`src/rtl/irq_res_pkg.sv`:
```
package irq_res_pkg;
  localparam int unsigned LINES_PER_BANK = 32;
  localparam int unsigned MAX_BANKS      = 3;
  localparam int unsigned MAX_LINES      = LINES_PER_BANK * MAX_BANKS;
  localparam int unsigned CODE_W         = $clog2(MAX_LINES);
  localparam int unsigned NUM_CLASS      = 2;

  typedef enum logic {CLS_IRQ = 1'b0, CLS_FIQ = 1'b1} irq_class_e;
endpackage

```
`src/rtl/irq_res_elig.sv`:
```
module irq_res_elig
  import irq_res_pkg::*;
#(
  parameter int unsigned NUM_BANKS = 3
) (
  input  logic [MAX_LINES-1:0] pend_i,
  input  logic [MAX_LINES-1:0] mask_i,
  input  logic [MAX_LINES-1:0] steer_i,
  output logic [MAX_LINES-1:0] elig_irq_o,
  output logic [MAX_LINES-1:0] elig_fiq_o
);
  for (genvar b = 0; b < MAX_BANKS; b++) begin : g_bank
    localparam int unsigned LO = b * LINES_PER_BANK;
    if (b < NUM_BANKS) begin : g_used
      logic [LINES_PER_BANK-1:0] live;
      assign live = pend_i[LO +: LINES_PER_BANK] & ~mask_i[LO +: LINES_PER_BANK];
      assign elig_irq_o[LO +: LINES_PER_BANK] = live & ~steer_i[LO +: LINES_PER_BANK];
      assign elig_fiq_o[LO +: LINES_PER_BANK] = live &  steer_i[LO +: LINES_PER_BANK];
    end else begin : g_unused
      assign elig_irq_o[LO +: LINES_PER_BANK] = '0;
      assign elig_fiq_o[LO +: LINES_PER_BANK] = '0;
    end
  end
endmodule

```
`src/rtl/irq_res_tree.sv`:
```
module irq_res_tree
  import irq_res_pkg::*;
#(
  parameter int unsigned PRIO_W = 6
) (
  input  logic [MAX_LINES-1:0]        elig_i,
  input  logic [MAX_LINES*PRIO_W-1:0] prio_i,
  output logic                        any_o,
  output logic [CODE_W-1:0]           win_o
);
  localparam int unsigned LEAVES = 1 << $clog2(MAX_LINES);
  localparam int unsigned NODES  = 2 * LEAVES - 1;

  logic              nv [NODES];
  logic [PRIO_W-1:0] np [NODES];
  logic [CODE_W-1:0] ni [NODES];

  for (genvar i = 0; i < LEAVES; i++) begin : g_leaf
    if (i < MAX_LINES) begin : g_real
      assign nv[LEAVES-1+i] = elig_i[i];
      assign np[LEAVES-1+i] = prio_i[i*PRIO_W +: PRIO_W];
      assign ni[LEAVES-1+i] = CODE_W'(i);
    end else begin : g_pad
      assign nv[LEAVES-1+i] = 1'b0;
      assign np[LEAVES-1+i] = '1;
      assign ni[LEAVES-1+i] = '0;
    end
  end

  // Left child holds lower indices; right wins on equal priority.
  for (genvar k = 0; k < LEAVES - 1; k++) begin : g_node
    logic take_r;
    assign take_r = nv[2*k+2] && (!nv[2*k+1] || (np[2*k+2] <= np[2*k+1]));
    assign nv[k]  = nv[2*k+1] | nv[2*k+2];
    assign np[k]  = take_r ? np[2*k+2] : np[2*k+1];
    assign ni[k]  = take_r ? ni[2*k+2] : ni[2*k+1];
  end

  assign any_o = nv[0];
  assign win_o = nv[0] ? ni[0] : '0;
endmodule

```
`src/rtl/irq_res_code_reg.sv`:
```
module irq_res_code_reg
  import irq_res_pkg::*;
(
  input  logic              clk_i,
  input  logic              rst_ni,
  input  logic              load_i,
  input  logic [CODE_W-1:0] win_i,
  output logic [CODE_W-1:0] code_o
);
  always_ff @(posedge clk_i or negedge rst_ni) begin
    if (!rst_ni)     code_o <= '0;
    else if (load_i) code_o <= win_i;
  end
endmodule

```
`src/rtl/irq_vec_resolver.sv`:
```
module irq_vec_resolver
  import irq_res_pkg::*;
#(
  parameter int unsigned NUM_BANKS = 3,
  parameter int unsigned PRIO_W    = 6
) (
  input  logic                        clk_i,
  input  logic                        rst_ni,
  input  logic [MAX_LINES-1:0]        pend_i,
  input  logic [MAX_LINES-1:0]        mask_i,
  input  logic [MAX_LINES-1:0]        steer_i,
  input  logic [MAX_LINES*PRIO_W-1:0] prio_i,
  input  logic                        load_irq_i,
  input  logic                        load_fiq_i,
  output logic [CODE_W-1:0]           irq_code_o,
  output logic [CODE_W-1:0]           fiq_code_o,
  output logic                        irq_any_o,
  output logic                        fiq_any_o
);
  logic [MAX_LINES-1:0] elig [NUM_CLASS];
  logic                 any  [NUM_CLASS];
  logic [CODE_W-1:0]    win  [NUM_CLASS];
  logic [CODE_W-1:0]    code [NUM_CLASS];
  logic                 load [NUM_CLASS];

  assign load[CLS_IRQ] = load_irq_i;
  assign load[CLS_FIQ] = load_fiq_i;

  irq_res_elig #(.NUM_BANKS(NUM_BANKS)) u_elig (
    .pend_i     (pend_i),
    .mask_i     (mask_i),
    .steer_i    (steer_i),
    .elig_irq_o (elig[CLS_IRQ]),
    .elig_fiq_o (elig[CLS_FIQ])
  );

  for (genvar c = 0; c < NUM_CLASS; c++) begin : g_cls
    irq_res_tree #(.PRIO_W(PRIO_W)) u_tree (
      .elig_i (elig[c]),
      .prio_i (prio_i),
      .any_o  (any[c]),
      .win_o  (win[c])
    );
    irq_res_code_reg u_reg (
      .clk_i  (clk_i),
      .rst_ni (rst_ni),
      .load_i (load[c]),
      .win_i  (win[c]),
      .code_o (code[c])
    );
  end

  assign irq_code_o = code[CLS_IRQ];
  assign fiq_code_o = code[CLS_FIQ];
  assign irq_any_o  = any[CLS_IRQ];
  assign fiq_any_o  = any[CLS_FIQ];
endmodule

```
`config.mk`:
```
export PLATFORM = sky130hd
export DESIGN_NAME = irq_vec_resolver
export DESIGN_NICKNAME = d
export VERILOG_FILES = /design/src/rtl/irq_res_pkg.sv /design/src/rtl/irq_res_elig.sv /design/src/rtl/irq_res_tree.sv /design/src/rtl/irq_res_code_reg.sv /design/src/rtl/irq_vec_resolver.sv
export SDC_FILE = /design/constraint.sdc
export NUM_CORES = 2
export LEC_CHECK = 0
export BUFFER_PORTS_ARGS = -buffer_cell sky130_fd_sc_hd__buf_2
export CAP_MARGIN = 20
export CORE_MARGIN = 5
export CORE_UTILIZATION = 35
export CTS_BUF_LIST = sky130_fd_sc_hd__clkbuf_2
export CTS_CLUSTER_SIZE = 28
export DETAILED_ROUTE_END_ITERATION = 8
export GPL_TIMING_DRIVEN = 0
export PLACE_DENSITY = 0.65
export SYNTH_ARGS = -nofsm -noshare
export SYNTH_HDL_FRONTEND = slang
export SYNTH_SLANG_ARGS = --single-unit
```
`constraint.sdc`:
```
create_clock -name clk_i -period 4.3 [get_ports clk_i]
set_input_delay 1.075 -clock clk_i [delete_from_list [all_inputs] [get_ports clk_i]]
set_output_delay 1.075 -clock clk_i [all_outputs]
set_load 0.01 [all_outputs]
```
* After elaboration in Yosys (flattened, before gate mapping)
Cells that the tools add are included.
** Cells by class
- Reduce and logical (&&, ||, !) cells :: 570
- Mux-type cells :: 380
- Magnitude comparators :: 142
- Bitwise operators :: 205
** Operators with widths (number)
- $mux W6 :: 190
- $le A6 B6 Y1 :: 142
- $and A32 B32 Y32 :: 9
- $mux W7 :: 32
- $not A32 Y32 :: 6
- $logic_and A1 B1 Y1 :: 190
- $logic_not A1 Y1 :: 190
- $logic_or A1 B1 Y1 :: 190
- $or A1 B1 Y1 :: 190
- $mux W1 :: 96
- $mux W2 :: 34
- $mux W3 :: 16
- $mux W4 :: 8
- $mux W5 :: 4
** Storage, ports and cells
- Output and inout port bits :: 16
- Flip-flop bits (word level) :: 14
- Word-level logic and storage cells :: 1299
- Input bits :: 868

* Depth between registers and ports, before layout
- Depth in word-level cells :: 32
- Depth in mapped cells :: 82
- Depth with buffers taken out :: 77

* Modules after synthesis
From an unflattened synthesis, not the netlist that was laid out.
** Unflattened totals
- Cells, all modules :: 6590
- Area total of the unflattened synthesis :: 47321.6 µm²
** By module, submodules not included
- irq_res_tree at g_cls[1].u_tree :: instances 1, area an instance 22674.2 µm², cells an instance 3201, sequential area each 0.0 µm²
- irq_res_tree at g_cls[0].u_tree :: instances 1, area an instance 22382.7 µm², cells an instance 3167, sequential area each 0.0 µm²
- irq_res_elig :: instances 1, area an instance 1681.6 µm², cells an instance 192, sequential area each 0.0 µm²
- irq_res_code_reg :: instances 2, area an instance 291.5 µm², cells an instance 15, sequential area each 175.2 µm²

* Least setup slack after synthesis
Ideal clock, no wire load.
- Kind :: input to register
- From :: in prio_i[349]
- To :: reg g_cls[1].u_reg.code_o[0]
- Required time :: 4.176 ns
- Data arrival time :: 14.238 ns
- Buffers on the path :: 5
- Stages on the path :: 73
- Slack :: -10.061 ns
- Library setup time :: 0.124 ns
- Cell sequence :: inv_1 ha_1 nor2b_1 o21a_1 o21ai_0 o2bb2ai_1 o31ai_1 mux2_2 ha_1 a21oi_1 nor2_1 o21a_1 a221oi_1 o21ai_0 o21a_1 clkbuf_1 a21oi_1 inv_1 [37 not listed] clkbuf_1 nor2_1 a221oi_2 ha_1 nor2b_1 o21a_1 o21a_1 o21ai_0 nand2b_1 a21oi_1 a311oi_1 a21oi_1 nor2_1 nand3_1 inv_1 o211ai_1 nor3_1 a211o_1
** On the way
- Cells in the longest elaborated chain, start to end :: 29
- Elaborated cells on any way between the ends :: 35
- Those cells by class :: 7 x order compare; 14 x mux; 14 x reduce/logical
** Ends and longest elaborated chain
- from (decl) :: RTL line irq_vec_resolver.sv:12 : input logic [MAX_LINES*PRIO_W-1:0] prio_i,
- $le A6 B6 Y1 :: RTL line irq_res_tree.sv:33 : assign take_r = nv[2*k+2] && (!nv[2*k+1] || (np[2*k+2] <= np[2*k+1]));
- $logic_or A1 B1 Y1 :: RTL line irq_res_tree.sv:33
- $logic_and A1 B1 Y1 :: RTL line irq_res_tree.sv:33
- $mux W6 :: RTL line irq_res_tree.sv:35 : assign np[k] = take_r ? np[2*k+2] : np[2*k+1];
- $le A6 B6 Y1 :: RTL line irq_res_tree.sv:33
- $logic_or A1 B1 Y1 :: RTL line irq_res_tree.sv:33
- $logic_and A1 B1 Y1 :: RTL line irq_res_tree.sv:33
- $mux W6 :: RTL line irq_res_tree.sv:35
- [13 not listed]
- $logic_or A1 B1 Y1 :: RTL line irq_res_tree.sv:33
- $logic_and A1 B1 Y1 :: RTL line irq_res_tree.sv:33
- $mux W6 :: RTL line irq_res_tree.sv:35
- $le A6 B6 Y1 :: RTL line irq_res_tree.sv:33
- $logic_or A1 B1 Y1 :: RTL line irq_res_tree.sv:33
- $logic_and A1 B1 Y1 :: RTL line irq_res_tree.sv:33
- $mux W7 * :: RTL line irq_res_tree.sv:36 : assign ni[k] = take_r ? ni[2*k+2] : ni[2*k+1];
- $mux W7 * :: RTL line irq_res_tree.sv:40 : assign win_o = nv[0] ? ni[0] : '0;
- to (signal assigned) :: RTL line irq_res_code_reg.sv:12 : else if (load_i) code_o <= win_i;
- to (decl) :: RTL line irq_res_code_reg.sv:8 : output logic [CODE_W-1:0] code_o
Mark *: on every way between the ends. The rest lies on a longest branch, timed or not.
A chain may end at the register's enable or synchronous reset.

* Worst setup path after layout
- From :: in prio_i[229]
- To :: reg g_cls[1].u_reg.code_o[0]
Same word-level chain as after synthesis.

==> key figures <==
Run status
  • Outcome: finished, violations left
  • Failing checks: setup timing

Floorplan
  • Die Area: 123000 sq um
  • Height of the die: 351 um
  • Core area: 116000 sq um
  • Die span in x: 351 um
  • Site row count: 125
  • Ports: 884
  • Initial cell density of the core: 35.2%

Setup path
  • FF-to-FF path depth: 3
  • Critical path arrival: 13180 ps
  • Crit-path slowest cell: or3b_4
  • Origin of the critical flop-to-flop path: g_cls[1].u_reg.code_o[0]$_DFFE_PN0P_
  • Critical path required time: 4510 ps
  • Crit path max fanout: 6
  • Reg2reg end: g_cls[1].u_reg.code_o[0]$_DFFE_PN0P_
  • CP Launch Type: input pin
  • Most Frequent Cell on Critical Path: o21a_1
  • Max stage delay on crit path: 410 ps
  • Critical path type: input pin to flip-flop
  • Register-to-register setup slack: 3230 ps
  • Worst Setup End Kind: flip-flop

Hold path
  • WHS Endpoint: g_cls[0].u_reg.code_o[0]$_DFFE_PN0P_
  • Hold path depth: 2
  • Hold Crit Class: flip-flop to flip-flop
  • Worst Hold Launch: g_cls[0].u_reg.code_o[0]$_DFFE_PN0P_

Timing
  • RSZ-0062 raised after global routing: true
  • # setup viols final: 16
  • Max_slew headroom: 25.6%
  • Final period utilization: 302%
  • Final Hold Fails: 0
  • Sum of negative setup slack: -119090 ps
  • Max-slew violation count: 0
  • Clock Skews: 0 ps
  • Slew @ Worst Pin: 1110 ps
  • Post-route setup slack: -8680 ps
  • Period minus WS final: 12980 ps
  • Peak Freq: 77.1 MHz

Yosys
  • Yosys reg bits: 14
  • Syn Std Cell Area: 40800 sq um
  • Largest family of logic cells by synthesized area: compound AO/OA/AOI/OAI gates
  • Synth Area per Inst: 6.91 sq um
  • Mux share of post-synthesis cell area: 15.4%
  • Compound-Gate Fraction of Synth Area: 27.4%
  • XOR/XNOR Fraction of Synth Area: 0.837%
  • Post-synthesis simple-gate area fraction: 24.1%
  • Most used DFF post-synth: dfrtp_1
  • Distinct cells, synth: 103
  • Area share of fa/ha/maj cells after synthesis: 24.3%
  • Sequential share of the synthesized area: 0.859%
  • Number of enable flip-flop cells after synthesis: 0
  • Synth warn: 0
  • Async SR Flop Fraction: 100%
  • Mapped Cells: 5905
  • Post-synth net total: 7557

Cells and area
  • Max FFs per register: 14
  • Final Instance Area: 56400 sq um
  • Area Overhead vs Synth: 38.2%
  • Top Registers: g_cls.u_reg.code_o: 14 flops
  • Layout cell share with drive strength beyond 1: 33.2%
  • Nets: 8927
  • Most flop-heavy register: g_cls.u_reg.code_o

Clock network
  • CTS H-tree depth: 1
  • Clock Latency Late Sink: 310 ps
  • Clock transition at path regs: 160 ps
  • CTS tree: done
  • Worst-case clock buffer depth: 2
  • Total CTS buffers: 3
  • CTS Root Cell: clkbuf_2
  • Sink Count: 14

GRT
  • Largest net degree at the start of global routing: 15
  • Vias in the first global route: 47700
  • Initial antenna violation count: 57
  • Total GRT Usage: 27.7%
  • First-pass GRT wire length: 271 mm
  • Grt ovf: 0

Placed design
  • Final HPWL DP: 158 mm
  • Last weighted congestion value of the routability-driven placer: 0.979
  • DP Area: 48100 sq um
  • Port Buffers: 883

Job
  • Max-cap violations: 0

Detailed routing
  • Total wire length: 188 mm
  • Routed via count: 50400
  • DR WL/cell: 21.2 um
  • Vias per cell: 5.71
  • Iteration count of the initial detailed-routing pass: 6
  • DRC Markers: 0
  • Drt initial violations: 3223
  • Final ANT Viol Nets: 0

Power
  • Power per cell area: 350 nW/um^2
  • VDD IR max: 0.511 mV
  • Leak: 27.6 nW
==> worst max-delay path, delay by kind of cell <==
family | cells | cell delay, ps
compound gates | 37 | 6310
fa+ha+maj | 7 | 1870
buf+inv | 8 | 850
mux | 2 | 660
simple gates | 18 | 2350
==> placed cells by master (no fill, tap or decap), drive strengths merged, types with 17 or more instances in the layout <==
| master | Yosys | layout |
|---|---|---|
| nor4 | 17 | 17 |
| a21boi | 18 | 18 |
| and3 | 20 | 20 |
| nor2 | 536 | 536 |
| a31oi | 41 | 41 |
| o31ai | 46 | 46 |
| or3b | 28 | 28 |
| diode | 0 | 42 |
| a22oi | 18 | 18 |
| xnor2 | 28 | 28 |
| and4 | 36 | 36 |
| inv | 655 | 654 |
| o31a | 27 | 27 |
| ha | 784 | 784 |
| nand3b | 77 | 77 |
| o21ai | 460 | 460 |
| o22ai | 35 | 35 |
| o221ai | 30 | 30 |
| a211oi | 50 | 50 |
| clkbuf | 97 | 62 |
| a21oi | 473 | 473 |
| and3b | 25 | 25 |
| nand3 | 84 | 84 |
| nor3b | 66 | 66 |
| nor3 | 69 | 69 |
| or2 | 32 | 32 |
| and2 | 51 | 51 |
| nor2b | 162 | 162 |
| nand4 | 103 | 103 |
| nand2 | 522 | 524 |
| buf | 11 | 1412 |
| or3 | 17 | 17 |
| mux2i | 454 | 454 |
| a21o | 56 | 56 |
| o21a | 213 | 213 |
| nand2b | 94 | 94 |
| o211ai | 57 | 57 |
| mux2 | 154 | 154 |
==> through the flow <==
step	worst slack (ps)	utilization, %	hold WS, ps	cells	total power, W
final	-8680	48.6	522	8839	0.0197
after global routing	-9240	48.6	543	8832	0.0214
after CTS	-8570	45.4	525	8618	0.0174
after detailed placement	-11030	41.5	495	8314	0.0140
after global placement	-10900	41.4	489	8312	0.0137
after floorplan	-8060	-	525	5905	0.00981
==> timing repair <==
item                                    CTS  global route
endpoints found under the setup margin   16            16
gates resized for setup                 549           543
cloned                                    4             4
setup buffers                           314           184
hold buffers                              0             0
pin swaps                               162           247
==> Yosys cell counts, drive strengths merged (57+ instances only) <==
cell type / instances / area (sq um)
nor3: 69 / 345
nor2: 536 / 2020
nand2b: 94 / 588
mux2i: 454 / 4540
mux2: 154 / 1740
ha: 784 / 9810
o21a: 213 / 1600
nand3: 84 / 420
nand4: 103 / 644
o211ai: 57 / 428
nor3b: 66 / 495
clkbuf: 97 / 364
nand2: 522 / 1970
nor2b: 162 / 1010
inv: 655 / 2460
o21ai: 460 / 2310
nand3b: 77 / 578
a21oi: 473 / 2370
==> report_power, final <==
part,total (W),internal [W],leakage (nW),switching (W)
registers,0.000265,0.000217,0.169,0.0000485
clock network,0.0000683,0.0000190,0.0127,0.0000493
logic,0.0194,0.00905,27.4,0.0103
total,0.0197,0.00929,27.6,0.0104
==> area by class of cell <==
type / count / area [sq um]
Fill cell: 11400 / 59700
Multi-Input combinational cell: 5129 / 42300
Timing Repair Buffer: 1380 / 8390
Inverter: 656 / 2500
Tap cell: 1524 / 1910
Buffer: 91 / 802
Sequential cell: 14 / 350
Antenna cell: 42 / 105
Clock buffer: 3 / 15.0
==> layer usage <==
layer  part of all wire, %  GRT usage [%]  vias to the layer above  wire (um)
met4                   4.6           10.5                       12       8580
met1                    41           34.1                    23700      77900
met2                    48           48.8                     1808      90200
met3                   5.9           3.69                      443      11100
li1                      -              -                    24500          -
met5                 0.048              0                        -         90
==> cells by family (layout without fill, tap and decap cells) <==
family	count (synthesis)	count (layout)
DFF	14	14
muxes	608	608
and+or+nand+nor	1952	1954
adders and majority gates	796	796
AOI/OAI and AO/OA	1732	1732
other	0	42
xor gates and xnor gates	39	39
buffers and inverters	764	2130
==> worst max path at each step <==
stage	start	endpoint	slack (ps)	cells after the start
finish	prio_i[229]	g_cls[1].u_reg.code_o[0]$_DFFE_PN0P_	-8680	72
global route	prio_i[229]	g_cls[1].u_reg.code_o[0]$_DFFE_PN0P_	-9240	74
CTS	prio_i[325]	g_cls[1].u_reg.code_o[0]$_DFFE_PN0P_	-8570	78
detailed placement	prio_i[193]	g_cls[1].u_reg.code_o[0]$_DFFE_PN0P_	-11030	70
global placement	prio_i[265]	g_cls[1].u_reg.code_o[0]$_DFFE_PN0P_	-10900	73
floorplan	prio_i[277]	g_cls[1].u_reg.code_o[0]$_DFFE_PN0P_	-8060	73
(Power assumes the default switching activity.)
